===== src/rtl/fm_mon_pkg.sv =====
// Shared constants and types for the biphase missing-clock monitor.
// Assumes an 8-bit status byte whose flag positions are fixed by the
// register decoder that reads it.
package fm_mon_pkg;
    localparam int STATUS_W     = 8;
    localparam int BIT_MISS_ONE = 7;
    localparam int BIT_MISS_TWO = 6;
    localparam int BIT_LOOP_TX  = 4;
    localparam int BIT_ON_LOOP  = 1;

    typedef struct packed {
        logic miss_one;
        logic miss_two;
    } miss_flags_t;
endpackage


===== src/rtl/fm_edge_window.sv =====
// Tracks whether a line transition arrived inside the current expected-edge
// interval and classifies each interval at its closing strobe.
// Assumes win_close and edge_seen are single-cycle, synchronous pulses.
module fm_edge_window (
    input  logic clk,
    input  logic rst_n,
    input  logic active,
    input  logic edge_seen,
    input  logic win_close,
    output logic win_hit,
    output logic win_miss
);
    logic seen_q;
    logic got_edge;

    // Remember an edge until the interval closes or monitoring stops.
    always_ff @(posedge clk) begin
        if (!rst_n)
            seen_q <= 1'b0;
        else if (!active || win_close)
            seen_q <= 1'b0;
        else if (edge_seen)
            seen_q <= 1'b1;
    end

    // An edge in the closing cycle still belongs to the closing interval.
    always_comb begin
        got_edge = seen_q | edge_seen;
        win_hit  = active & win_close & got_edge;
        win_miss = active & win_close & ~got_edge;
    end


    interval_class_chk: assert property (@(posedge clk) disable iff (!rst_n)
        (active && edge_seen && !win_close) |=> (!win_close || win_hit || !active));
endmodule


===== src/rtl/fm_miss_tracker.sv =====
// Counts consecutive empty intervals, holds the sticky missing-clock flags,
// issues the one-cycle search request and waits for relock.
// Assumes win_hit/win_miss are mutually exclusive and already mode-qualified.
module fm_miss_tracker
    import fm_mon_pkg::*;
#(
    parameter int MISS_LIMIT = 2
) (
    input  logic        clk,
    input  logic        rst_n,
    input  logic        active,
    input  logic        win_hit,
    input  logic        win_miss,
    input  logic        clr_cmd,
    input  logic        pll_locked,
    output miss_flags_t flags,
    output logic        search_req
);
    localparam int CNT_W = $clog2(MISS_LIMIT + 1);
    localparam logic [CNT_W-1:0] LAST_CNT = CNT_W'(MISS_LIMIT - 1);

    logic [CNT_W-1:0] cnt_q;
    logic [CNT_W-1:0] cnt_base;
    logic             hold_q;
    logic             miss_ok;
    logic             hit_ok;
    logic             last_miss;
    miss_flags_t      flags_q;
    logic             search_q;

    // Qualify interval results by the relock wait; a clear restarts the run.
    always_comb begin
        miss_ok   = win_miss & ~hold_q;
        hit_ok    = win_hit & ~hold_q;
        cnt_base  = clr_cmd ? '0 : cnt_q;
        last_miss = miss_ok & (cnt_base == LAST_CNT);
    end

    // Consecutive-miss counter.
    always_ff @(posedge clk) begin
        if (!rst_n || !active)
            cnt_q <= '0;
        else if (last_miss)
            cnt_q <= '0;
        else if (miss_ok)
            cnt_q <= cnt_base + CNT_W'(1);
        else if (hit_ok || clr_cmd)
            cnt_q <= '0;
    end

    // Sticky flags: a new miss outranks a clear in the same cycle.
    always_ff @(posedge clk) begin
        if (!rst_n || !active) begin
            flags_q <= '0;
        end else begin
            if (miss_ok)
                flags_q.miss_one <= 1'b1;
            else if (clr_cmd)
                flags_q.miss_one <= 1'b0;
            if (last_miss)
                flags_q.miss_two <= 1'b1;
            else if (clr_cmd)
                flags_q.miss_two <= 1'b0;
        end
    end

    // One-cycle search request on the final miss of a run.
    always_ff @(posedge clk) begin
        if (!rst_n)
            search_q <= 1'b0;
        else
            search_q <= active & last_miss;
    end

    // Ignore intervals from the search request until lock returns.
    always_ff @(posedge clk) begin
        if (!rst_n || !active)
            hold_q <= 1'b0;
        else if (last_miss)
            hold_q <= 1'b1;
        else if (pll_locked)
            hold_q <= 1'b0;
    end

    assign flags      = flags_q;
    assign search_req = search_q;


    search_pulse_chk: assert property (@(posedge clk) disable iff (!rst_n)
        search_req |=> !search_req);

    search_with_flag_chk: assert property (@(posedge clk) disable iff (!rst_n)
        search_req |-> (flags.miss_two && flags.miss_one));

    flag_sticky_chk: assert property (@(posedge clk) disable iff (!rst_n)
        (active && flags.miss_one && !clr_cmd) |=> flags.miss_one);

    relock_wait_chk: assert property (@(posedge clk) disable iff (!rst_n)
        (hold_q && !pll_locked && active && !clr_cmd) |=> $stable(flags));

    count_range_chk: assert property (@(posedge clk) disable iff (!rst_n)
        cnt_q < CNT_W'(MISS_LIMIT));
endmodule


===== src/rtl/fm_status_pack.sv =====
// Assembles the read-only status byte from the flags and the loop inputs.
// Assumes the flag positions in fm_mon_pkg match the register decoder.
module fm_status_pack
    import fm_mon_pkg::*;
(
    input  miss_flags_t         flags,
    input  logic                active,
    input  logic                loop_sending,
    input  logic                on_loop,
    output logic [STATUS_W-1:0] status
);
    for (genvar b = 0; b < STATUS_W; b++) begin : g_bit
        if (b == BIT_MISS_ONE) begin : g_one
            assign status[b] = flags.miss_one & active;
        end else if (b == BIT_MISS_TWO) begin : g_two
            assign status[b] = flags.miss_two & active;
        end else if (b == BIT_LOOP_TX) begin : g_ltx
            assign status[b] = loop_sending;
        end else if (b == BIT_ON_LOOP) begin : g_onl
            assign status[b] = on_loop;
        end else begin : g_zero
            assign status[b] = 1'b0;
        end
    end
endmodule


===== src/rtl/fm_clk_monitor.sv =====
// Top of the biphase missing-clock monitor: mode gating, interval checking,
// miss tracking and status byte. Assumes all inputs are synchronous to clk.
module fm_clk_monitor
    import fm_mon_pkg::*;
#(
    parameter int MISS_LIMIT = 2
) (
    input  logic                clk,
    input  logic                rst_n,
    input  logic                pll_en,
    input  logic                fm_sel,
    input  logic                win_close,
    input  logic                edge_seen,
    input  logic                pll_locked,
    input  logic                cmd_clr_miss,
    input  logic                cmd_search,
    input  logic                loop_sending,
    input  logic                on_loop,
    output logic [STATUS_W-1:0] status_o,
    output logic                search_req
);
    logic        active;
    logic        clr_cmd;
    logic        win_hit;
    logic        win_miss;
    miss_flags_t flags;

    // Monitoring only runs with the PLL on and biphase coding selected.
    always_comb begin
        active  = pll_en & fm_sel;
        clr_cmd = cmd_clr_miss | cmd_search;
    end

    fm_edge_window u_win (
        .clk       (clk),
        .rst_n     (rst_n),
        .active    (active),
        .edge_seen (edge_seen),
        .win_close (win_close),
        .win_hit   (win_hit),
        .win_miss  (win_miss)
    );

    fm_miss_tracker #(.MISS_LIMIT(MISS_LIMIT)) u_trk (
        .clk        (clk),
        .rst_n      (rst_n),
        .active     (active),
        .win_hit    (win_hit),
        .win_miss   (win_miss),
        .clr_cmd    (clr_cmd),
        .pll_locked (pll_locked),
        .flags      (flags),
        .search_req (search_req)
    );

    fm_status_pack u_pack (
        .flags        (flags),
        .active       (active),
        .loop_sending (loop_sending),
        .on_loop      (on_loop),
        .status       (status_o)
    );


    mode_gate_chk: assert property (@(posedge clk) disable iff (!rst_n)
        !(pll_en && fm_sel) |-> (status_o[BIT_MISS_ONE] == 1'b0 && status_o[BIT_MISS_TWO] == 1'b0));

    miss_sets_flag_chk: assert property (@(posedge clk) disable iff (!rst_n)
        (win_miss && (pll_en && fm_sel) && !search_req && $past(rst_n) && !$past(search_req)
         && u_trk.hold_q == 1'b0) |=> (!(pll_en && fm_sel) || status_o[BIT_MISS_ONE]));
endmodule


===== config.mk =====
export PLATFORM = sky130hd
export DESIGN_NAME = fm_clk_monitor
export DESIGN_NICKNAME = d
export VERILOG_FILES = /design/src/rtl/fm_mon_pkg.sv /design/src/rtl/fm_edge_window.sv /design/src/rtl/fm_miss_tracker.sv /design/src/rtl/fm_status_pack.sv /design/src/rtl/fm_clk_monitor.sv
export SDC_FILE = /design/constraint.sdc
export NUM_CORES = 1
export LEC_CHECK = 0
export BUFFER_PORTS_ARGS = -buffer_cell sky130_fd_sc_hd__buf_2
export CORE_AREA = 3 3 40 42
export CTS_BUF_LIST = sky130_fd_sc_hd__clkbuf_8
export CTS_CLUSTER_DIAMETER = 120
export DETAILED_ROUTE_END_ITERATION = 7
export DIE_AREA = 0 0 43 45
export GPL_ROUTABILITY_DRIVEN = 0
export GPL_TIMING_DRIVEN = 1
export RECOVER_POWER = 50
export SLEW_MARGIN = 20
export SYNTH_ARGS = -nofsm -noshare
export SYNTH_HDL_FRONTEND = slang
export SYNTH_HIERARCHICAL = 1
export SYNTH_SLANG_ARGS = --single-unit

===== constraint.sdc =====
create_clock -name clk -period 1.4 [get_ports clk]
set_input_delay 0.28 -clock clk [delete_from_list [all_inputs] [get_ports clk]]
set_output_delay 0.28 -clock clk [all_outputs]
set_load 0.01 [all_outputs]

==> results of run 1 <==
critical path, delay by kind of cell:
family | cells | cell delay, ns
simple gates | 3 | 0.72
fa+ha+maj | 1 | 0.19
compound gates | 1 | 0.13
buf+inv | 2 | 0.15
logic make-up after synthesis:
| group | Yosys count | synth area share (%) |
|---|---|---|
| AOI/OAI and AO/OA | 6 | 9.572 |
| adders and majority gates | 1 | 3.300 |
| buffers and inverters | 7 | 12.87 |
| DFF | 7 | 36.96 |
| other | 1 | 0.9891 |
| and+or+nand+nor | 22 | 36.31 |
sequential cells by signal (all words and copies together), names as in the netlist:
signal and flops:
u_trk/flags 2, u_trk/hold_q 1, u_trk/cnt_q 2, u_trk/search_req 1
u_win/seen_q 1
final cells by class:
| class | instances | area share, % |
|---|---|---|
| Inverter | 1 | 0.7614 |
| Multi-Input combinational cell | 33 | 40.86 |
| Sequential cell | 7 | 28.43 |
| Tap cell | 15 | 3.807 |
| Clock inverter | 1 | 0.7614 |
| Timing Repair Buffer | 15 | 17.01 |
| Clock buffer | 3 | 8.376 |
per-layer routing:
layer | global-route usage, % | vias to the layer above
met3 | 3.984 | 4
met5 | 0 | -
met2 | 12.87 | 13
li1 | - | 169
met4 | 11.45 | 0
met1 | 9.420 | 136
through the flow:
step | hold WS [ns] | area [µm²] | setup TNS [ns] | std cells
after floorplan | 0.3492 | 392.9 | 0 | 47
after global placement | 0.4633 | 451.7 | -0.2078 | 71
after detailed placement | 0.4630 | 451.7 | -0.2476 | 71
after CTS | 0.2311 | 496.7 | 0 | 75
after global routing | 0.2340 | 493.0 | 0 | 75
final | 0.2356 | 493.0 | 0 | 75
cell usage after synthesis (all sizes together):
master,count,area (µm²)
a21oi,4,20.02
a2bb2oi,1,8.760
and2,3,18.77
buf,6,45.04
conb,1,3.750
dfxtp,7,140.1
ha,1,12.51
inv,1,3.750
nand2,4,15.01
nand2b,4,32.53
nand3b,1,7.510
nor2,3,11.26
nor2b,2,12.51
nor3,2,20.02
nor3b,1,7.510
o21bai,1,7.510
or2,1,6.260
or3,1,6.260
worst max path at each step:
| stage | startpoint | endpoint | depth (start not counted) |
|---|---|---|---|
| 6_report | cmd_clr_miss | u_trk/cnt_q[0] | 7 |
| 5_1_grt | cmd_clr_miss | u_trk/cnt_q[0] | 7 |
| 4_1_cts | cmd_clr_miss | u_trk/cnt_q[0] | 7 |
| 3_5_place_dp | cmd_clr_miss | u_trk/cnt_q[0] | 7 |
| 3_3_place_gp | cmd_clr_miss | u_trk/cnt_q[0] | 7 |
| 2_1_floorplan | pll_en | u_trk/cnt_q[0] | 6 |
power groups by stage:
stage / clock, W / sequential (W) / combinational (W)
2_1_floorplan: 0 / 0.000205 / 0.0000331
3_3_place_gp: 0 / 0.000205 / 0.0000372
3_5_place_dp: 0 / 0.000205 / 0.0000378
4_1_cts: 0.000289 / 0.000201 / 0.0000380
5_1_grt: 0.000304 / 0.000201 / 0.0000419
6_report: 0.000279 / 0.000202 / 0.0000376
cells in the final DEF (no fill, tap or decap), drive strengths merged:
master,instances
inv,2
nand3b,1
nand2,4
nor2,3
or2,1
buf,14
nand2b,4
or3,1
clkbuf,4
nor2b,2
nor3,2
dfxtp,7
and2,3
a2bb2oi,1
nor3b,1
o21bai,1
conb,4
ha,1
a21oi,4
==> results.toml, run 1 <==
[cells_and_area]
fillCellCount = 153
n_antenna_cell = 0
area_growth_syn_to_layout_pct = 30.03
layout.nets = 73
drive_gt1_share_pct = 33.33
multi_input_area_um2 = 201.4
post-route-util_pct = 38.36
seq_area_um2 = 140.1

[worst_setup_path]
timing.rr.start = "u_win/seen_q"
worst_setup_path_end_kind = "flop"
worstReg2RegEnd = "u_trk/cnt_q[0]"
cp_max_fo = 4
ff2ff_path_depth = 4
worstPathCellList = "buf_2 > or2_1 > nor2b_1 > inv_1 > ha_1 > or3_1 > a21oi_1"
flop2flop_setup_slack_ns = 0.17
path_class = "input port to flop"
slowest_delay_ns = 0.31
worstSetupStartpointType = "input port"
crit_path_top_delay_cell = "sky130_fd_sc_hd__or3_1"
arrival_ns = 1.47
worst_ep_required_time_ns = 1.56

[sta]
timing_max_transition_violations_final = 0
layout_worst_path_cycle_share_pct = 93.97
worst_slack_ns = 0.08447
layout_min_cycle_time_ns = 1.316
rsz_0062_raised_after_global_routing = "no"
timing.fmax_mhz = 760.2
setup_viol_count_final = 0
hold_viol_final = 0
clock_skew_ns = 0.001425

[grt]
overflow = 0
first_global_vias = 307
antenna_found_initial = 0
largest_net_degree_at_the_start_of_global_routing = 7
grt_pass1_wl_um = 1193
grt.total_usage_pct = 9.250

[power_and_ir_drop]
p_total_w = 0.0005182
switching_share_pct = 21.16
ir_drop_uv = 617.3
power.switching_w = 0.0001096
intPower_w = 0.0004085
leakagePower_nw = 0.2066
share_comb_of_total_power_pct = 7.3
power_frac_seq_pct = 38.9
p_clk_share_pct = 53.8
power-per-cell-area_nw_per_um2 = 1051

[outcome]
run_status = "finished, final reports clean"

[route]
avgRoutedWirePerCell_um = 10.13
drt-vias-per-instance = 4.293
first_iter_violations = 4
drtAntennaViolNets = 0
wl_met2_um = 345
totalWireLength_um = 760
maxUsedRoutingLayer = "met4"
wl_met1_um = 316
drc = 0
met3_wirelength_um = 60
detailroute.via_count = 322
drt-pass1-iter-count = 3

[worst_hold_path]
timing.hold.worst_path_depth = 2
worst_hold_startpoint = "win_close"
timing.hold.worst.class = "input port to flop"
holdPathEnd = "u_win/seen_q"

[clock_network]
tritoncts = "yes"
clk_pin_slew_worst_paths_ns = 0.04
cts_sinks = 7
worst_skew_pair.late_latency_ns = 0.23
ctsLongestPathBuffers = 2
cts_setup_buffers = 0
cts_repair_resize_count = 0
cts-root-buf = "sky130_fd_sc_hd__clkbuf_8"
hold_buffers = 0
cts_buffers = 3
ctsHtreeMaxLevel = 1

[logic_synthesis]
syn_inst = 44
yosysWarnings = 6
synth_sequential_area_ratio_pct = 36.96
synth.distinct_cells = 19
post_synth_instance_area_um2 = 379.1
mean_cell_area_of_the_mapped_netlist_um2 = 8.616
synth-seq-cells = 7

[die]
chipWidth_um = 43
die-area_um2 = 1935
total_i_o_pin_count = 20
core_area_um2 = 1285
start_util_pct = 29.50
die-height_um = 45
rows = 13

[run]
max_cap_viol_count = 0

[place]
place_ws_ns = -0.1312
place.port_buffers = 11
dp.final_hpwl_um = 576.8
No activity file was read; power rests on OpenSTA's default activity.
==> run 2: changes to the inputs <==
--- a/config.mk
+++ b/config.mk
@@ -9,3 +9,3 @@
 export CORE_AREA = 3 3 40 42
-export CTS_BUF_LIST = sky130_fd_sc_hd__clkbuf_8
+export CTS_BUF_LIST = sky130_fd_sc_hd__clkbuf_2
 export CTS_CLUSTER_DIAMETER = 120
--- a/constraint.sdc
+++ b/constraint.sdc
@@ -3,2 +3,2 @@
 set_output_delay 0.28 -clock clk [all_outputs]
-set_load 0.01 [all_outputs]
+set_load 0.1 [all_outputs]
==> run 2 against run 1 <==
  * Sequential share of layout area is 0.21 points lower
  * Cell count unchanged
  * Highest routed layer unchanged
  * Final area up 0.76%
  * Register-to-register slack improved by 0.02 ns
  * Core utilization up 0.29 points
  * Critical path type unchanged
  * Fmax increased by 1.5%
  * Clock skew shrank 0.00067 ns
  * Setup slack gained 0.019 ns
  * Critical endpoint unchanged
  * Die area unchanged
  * Worst hold slack got worse by 0.013 ns
  * Global-route usage shrank 1.5 points
==> results.toml, run 2 (synthesis gave the netlist of run 1 again) <==
[outcome]
run_status = "finished, final reports clean"

[clock_network]
cts_sinks = 7
ctsHtreeMaxLevel = 1
tritoncts = "yes"
ctsLongestPathBuffers = 2
hold_buffers = 0
clk_pin_slew_worst_paths_ns = 0.07
cts-root-buf = "sky130_fd_sc_hd__clkbuf_2"
cts_repair_resize_count = 0
cts_setup_buffers = 0
cts_buffers = 3
worst_skew_pair.late_latency_ns = 0.23

[route]
avgRoutedWirePerCell_um = 8.920
drtAntennaViolNets = 0
drt-pass1-iter-count = 2
totalWireLength_um = 669
first_iter_violations = 3
wl_met2_um = 325
detailroute.via_count = 317
maxUsedRoutingLayer = "met4"
wl_met1_um = 273
met3_wirelength_um = 54
drt-vias-per-instance = 4.227
drc = 0

[cells_and_area]
layout.nets = 73
area_growth_syn_to_layout_pct = 31.02
finalNonFillerCells = 75
commonest_cells_after_routing_fill_and_taps_aside = "sky130_fd_sc_hd__buf_2, sky130_fd_sc_hd__dfxtp_1"
finalInstanceArea_um2 = 496.7
n_antenna_cell = 0
drive_gt1_share_pct = 38.33
most_common_cell_after_layout_fill_and_taps_aside = "sky130_fd_sc_hd__buf_2"

[sta]
layout_worst_path_cycle_share_pct = 92.61
worst_slack_ns = 0.1034
clock_skew_ns = 0.0007556
rsz_0062_raised_after_global_routing = "no"
worst_hold_slack_ns = 0.2230
timing_max_transition_violations_final = 0
setup_viol_count_final = 0
timing.fmax_mhz = 771.3
hold_viol_final = 0
layout_min_cycle_time_ns = 1.297

[power_and_ir_drop]
ir_drop_uv = 400.6
power-per-cell-area_nw_per_um2 = 866.4
p_total_w = 0.0004304
leakagePower_nw = 0.2057

[place]
place_ws_ns = -0.1351
placement.cell_area_um2 = 484.2
dp.final_hpwl_um = 551.5
place.port_buffers = 11
post-place-cells = 71

[die]
die-height_um = 45
core_area_um2 = 1285
total_i_o_pin_count = 20
die-area_um2 = 1935
chipWidth_um = 43
start_util_pct = 29.50
rows = 13

[grt]
largest_net_degree_at_the_start_of_global_routing = 7
overflow = 0
first_global_vias = 289
antenna_found_initial = 0
grt.total_usage_pct = 7.763
grt_pass1_wl_um = 1035

[worst_hold_path]
worst_hold_startpoint = "win_close"
timing.hold.worst.class = "input port to flop"

[worst_setup_path]
arrival_ns = 1.46
slowest_delay_ns = 0.30
path_class = "input port to flop"
worst_setup_path_end_kind = "flop"
cp-startpoint = "cmd_clr_miss"
worstPathCellList = "buf_2 > or2_1 > nor2b_1 > inv_1 > ha_1 > or3_1 > a21oi_1"
worst_ep_required_time_ns = 1.57
path_buf_inv = 2
critical_path.top_delay_family = "simple AND/OR/NAND/NOR gates"
timing.rr.start = "u_win/seen_q"
cp_max_fo = 4
worstSetupStartpointType = "input port"
crit_path_top_delay_cell = "sky130_fd_sc_hd__or3_1"

[run]
max_cap_viol_count = 0
[run 2: cell types whose count changed in the layout (fill, tap and decap cells not counted), moves of 2 or more]
| cell | before | now |
|---|---|---|
| sky130_fd_sc_hd__clkbuf_2 | 0 | 4 |
| sky130_fd_sc_hd__clkbuf_8 | 3 | 0 |
| sky130_fd_sc_hd__and2_2 | 0 | 2 |
| sky130_fd_sc_hd__buf_12 | 0 | 2 |
[run 2: path summary, 6_finish.rpt]
| check | slack, ns | end | depth (start not counted) |
|---|---|---|---|
| worst max-delay path | 0.10 | u_trk/cnt_q[0] | 7 |
| worst min-delay path | 0.22 | u_win/seen_q | 2 |
| worst max register to register | 0.19 | u_trk/cnt_q[0] | 4 |
| worst min register to register | 0.46 | u_trk/flags[1] | 2 |
[run 2: cell type report]
| cell class | instances | area (µm²) |
|---|---|---|
| multi-input cells | 33 | 198.9 |
| inverters | 1 | 3.754 |
| fillers | 133 | 788.3 |
| well taps | 15 | 18.77 |
| clock buffers | 4 | 20.02 |
| repair buffers | 15 | 115.1 |
| flip-flops and latches | 7 | 140.1 |
[run 2: worst register-to-register path: cells and delay by family, from the launching register on]
family / cells / cell delay [ns]
AOI/OAI and AO/OA: 1 / 0.12
DFF: 1 / 0.32
and+or+nand+nor: 3 / 0.70
[run 2: metrics by stage]
step           utilization, %  TNS [ns]
2_1_floorplan               -         0
3_3_place_gp            37.68   -0.1924
3_5_place_dp            37.68   -0.3177
4_1_cts                 39.24         0
5_1_grt                 38.66         0
6_report                38.66         0
[run 2: where the power goes]
part	internal (W)	leakage, nW	switching (W)
sequential	0.000200	0.0564	0.000000409
combinational	0.0000191	0.133	0.0000612
clock	0.0000759	0.0166	0.0000739
total	0.000295	0.206	0.000136
[run 2: per-layer routing]
layer | global-route usage, % | vias to the layer above
li1 | - | 167
met2 | 11.98 | 11
met4 | 9.036 | 0
met5 | 0 | -
met3 | 2.789 | 2
met1 | 7.524 | 137
==> run 3: changes to the inputs <==
- RECOVER_POWER: 50 -> 25
==> run 3 against run 2 <==
  * Routed wire length fell by 0.30%
  * Power barely moved
  * Via count did not move
  * Sequential share of layout area fell by 0.14 points
  * Register-to-register slack barely moved
  * Clock skew did not move
  * Combinational power barely moved
  * Cell count did not move
  * Clock power barely moved
  * First-iteration DRC count did not move
  * Critical path type is now input port to output pin
  * Critical endpoint is now status_o[6]
==> results.toml, run 3 (synthesis gave the netlist of run 1 again) <==
[sta]
timing.fmax_mhz = 774.4
setup_viol_count_final = 0
layout_worst_path_cycle_share_pct = 92.23
timing_max_transition_violations_final = 0
layout_min_cycle_time_ns = 1.291
clock_skew_ns = 0.0007556
hold_viol_final = 0
rsz_0062_raised_after_global_routing = "no"
worst_hold_slack_ns = 0.2230

[worst_setup_path]
critical_path.top_delay_family = "buffers and inverters"
path_class = "input port to output pin"
timing.rr.start = "u_win/seen_q"
path_buf_inv = 3
cp_max_fo = 4
crit_path_top_delay_cell = "sky130_fd_sc_hd__and2_2"
slowest_delay_ns = 0.18
ff2ff_path_depth = 4
worst_ep_required_time_ns = 1.12
worstReg2RegEnd = "u_trk/cnt_q[0]"
flop2flop_setup_slack_ns = 0.19
arrival_ns = 1.01
worst_setup_path_end_kind = "output pin"
worstSetupStartpointType = "input port"
worstPathCellList = "buf_2 > and2_1 > buf_4 > and2_2 > buf_12"

[route]
detailroute.via_count = 317
drtAntennaViolNets = 0
drt-vias-per-instance = 4.227
totalWireLength_um = 667
first_iter_violations = 3
drc = 0
avgRoutedWirePerCell_um = 8.893
drt-pass1-iter-count = 2

[clock_network]
cts_setup_buffers = 0
tritoncts = "yes"
cts_buffers = 3
clk_pin_slew_worst_paths_ns = 0.07
ctsLongestPathBuffers = 2
cts_sinks = 7
ctsHtreeMaxLevel = 1
cts_repair_resize_count = 0
hold_buffers = 0
worst_skew_pair.late_latency_ns = 0.23
cts-root-buf = "sky130_fd_sc_hd__clkbuf_2"

[die]
chipWidth_um = 43
total_i_o_pin_count = 20
rows = 13
die-area_um2 = 1935
start_util_pct = 29.50
die-height_um = 45
core_area_um2 = 1285

[place]
place.port_buffers = 11
dp.final_hpwl_um = 551.5

[power_and_ir_drop]
ir_drop_uv = 400.6
power-per-cell-area_nw_per_um2 = 862.1
leakagePower_nw = 0.2046

[cells_and_area]
commonest_cells_after_routing_fill_and_taps_aside = "sky130_fd_sc_hd__buf_2, sky130_fd_sc_hd__dfxtp_1"
n_antenna_cell = 0
post-route-util_pct = 38.85
layout.nets = 73
most_common_cell_after_layout_fill_and_taps_aside = "sky130_fd_sc_hd__buf_2"
area_growth_syn_to_layout_pct = 31.68
drive_gt1_share_pct = 40.00

[run]
max_cap_viol_count = 0

[worst_hold_path]
timing.hold.worst_path_depth = 2
worst_hold_startpoint = "win_close"
holdPathEnd = "u_win/seen_q"
timing.hold.worst.class = "input port to flop"

[grt]
largest_net_degree_at_the_start_of_global_routing = 7
overflow = 0
grt.total_usage_pct = 7.763
antenna_found_initial = 0
grt_pass1_wl_um = 1035
first_global_vias = 289

[outcome]
run_status = "finished, final reports clean"
[run 3: per-layer routing]
metal / routed length, µm / global-route usage [%]
met1: 272 / 7.524
met2: 324 / 11.98
met3: 54 / 2.789
met4: 15 / 9.036
met5: 0 / 0
[run 3: power by group]
group | internal (W) | switching, W
clock network | 0.0000759 | 0.0000739
logic | 0.0000191 | 0.0000612
registers | 0.000200 | 0.000000409
[run 3: worst register-to-register path, delay by kind of cell (launching register included)]
family / cells / cell delay [ns]
AO/OA/AOI/OAI: 1 / 0.12
flip-flops: 1 / 0.32
AND/OR/NAND/NOR: 3 / 0.70
[run 3: cell type report]
type | instances | area (µm²)
fill | 132 | 785.8
multi-input combinational | 33 | 201.4
sequential | 7 | 140.1
timing repair buffer | 15 | 115.1
clock buffer | 4 | 20.02
tap | 15 | 18.77
inverter | 1 | 3.754
[run 3: metrics by stage]
step	setup WS, ns	power, W	setup TNS [ns]	area (µm²)	instances
final	0.1087	0.0004304	0	499.2	75
after CTS	0.1004	0.0004414	0	504.2	75
after detailed placement	-0.1351	0.0002863	-0.3177	484.2	71
after global routing	0.04389	0.0004544	0	499.2	75
after floorplan	0.04454	0.0003015	0	395.4	47
after global placement	-0.1012	0.0002861	-0.1924	484.2	71
[run 3: worst max path at each step]
stage | startpoint | to | cells past startpoint
5_1_grt | cmd_clr_miss | u_trk/cnt_q[1] | 6
4_1_cts | pll_en | status_o[6] | 5
2_1_floorplan | pll_en | u_trk/cnt_q[0] | 6
6_report | pll_en | status_o[6] | 5
3_3_place_gp | cmd_clr_miss | u_trk/cnt_q[0] | 7
3_5_place_dp | cmd_clr_miss | u_trk/cnt_q[1] | 6
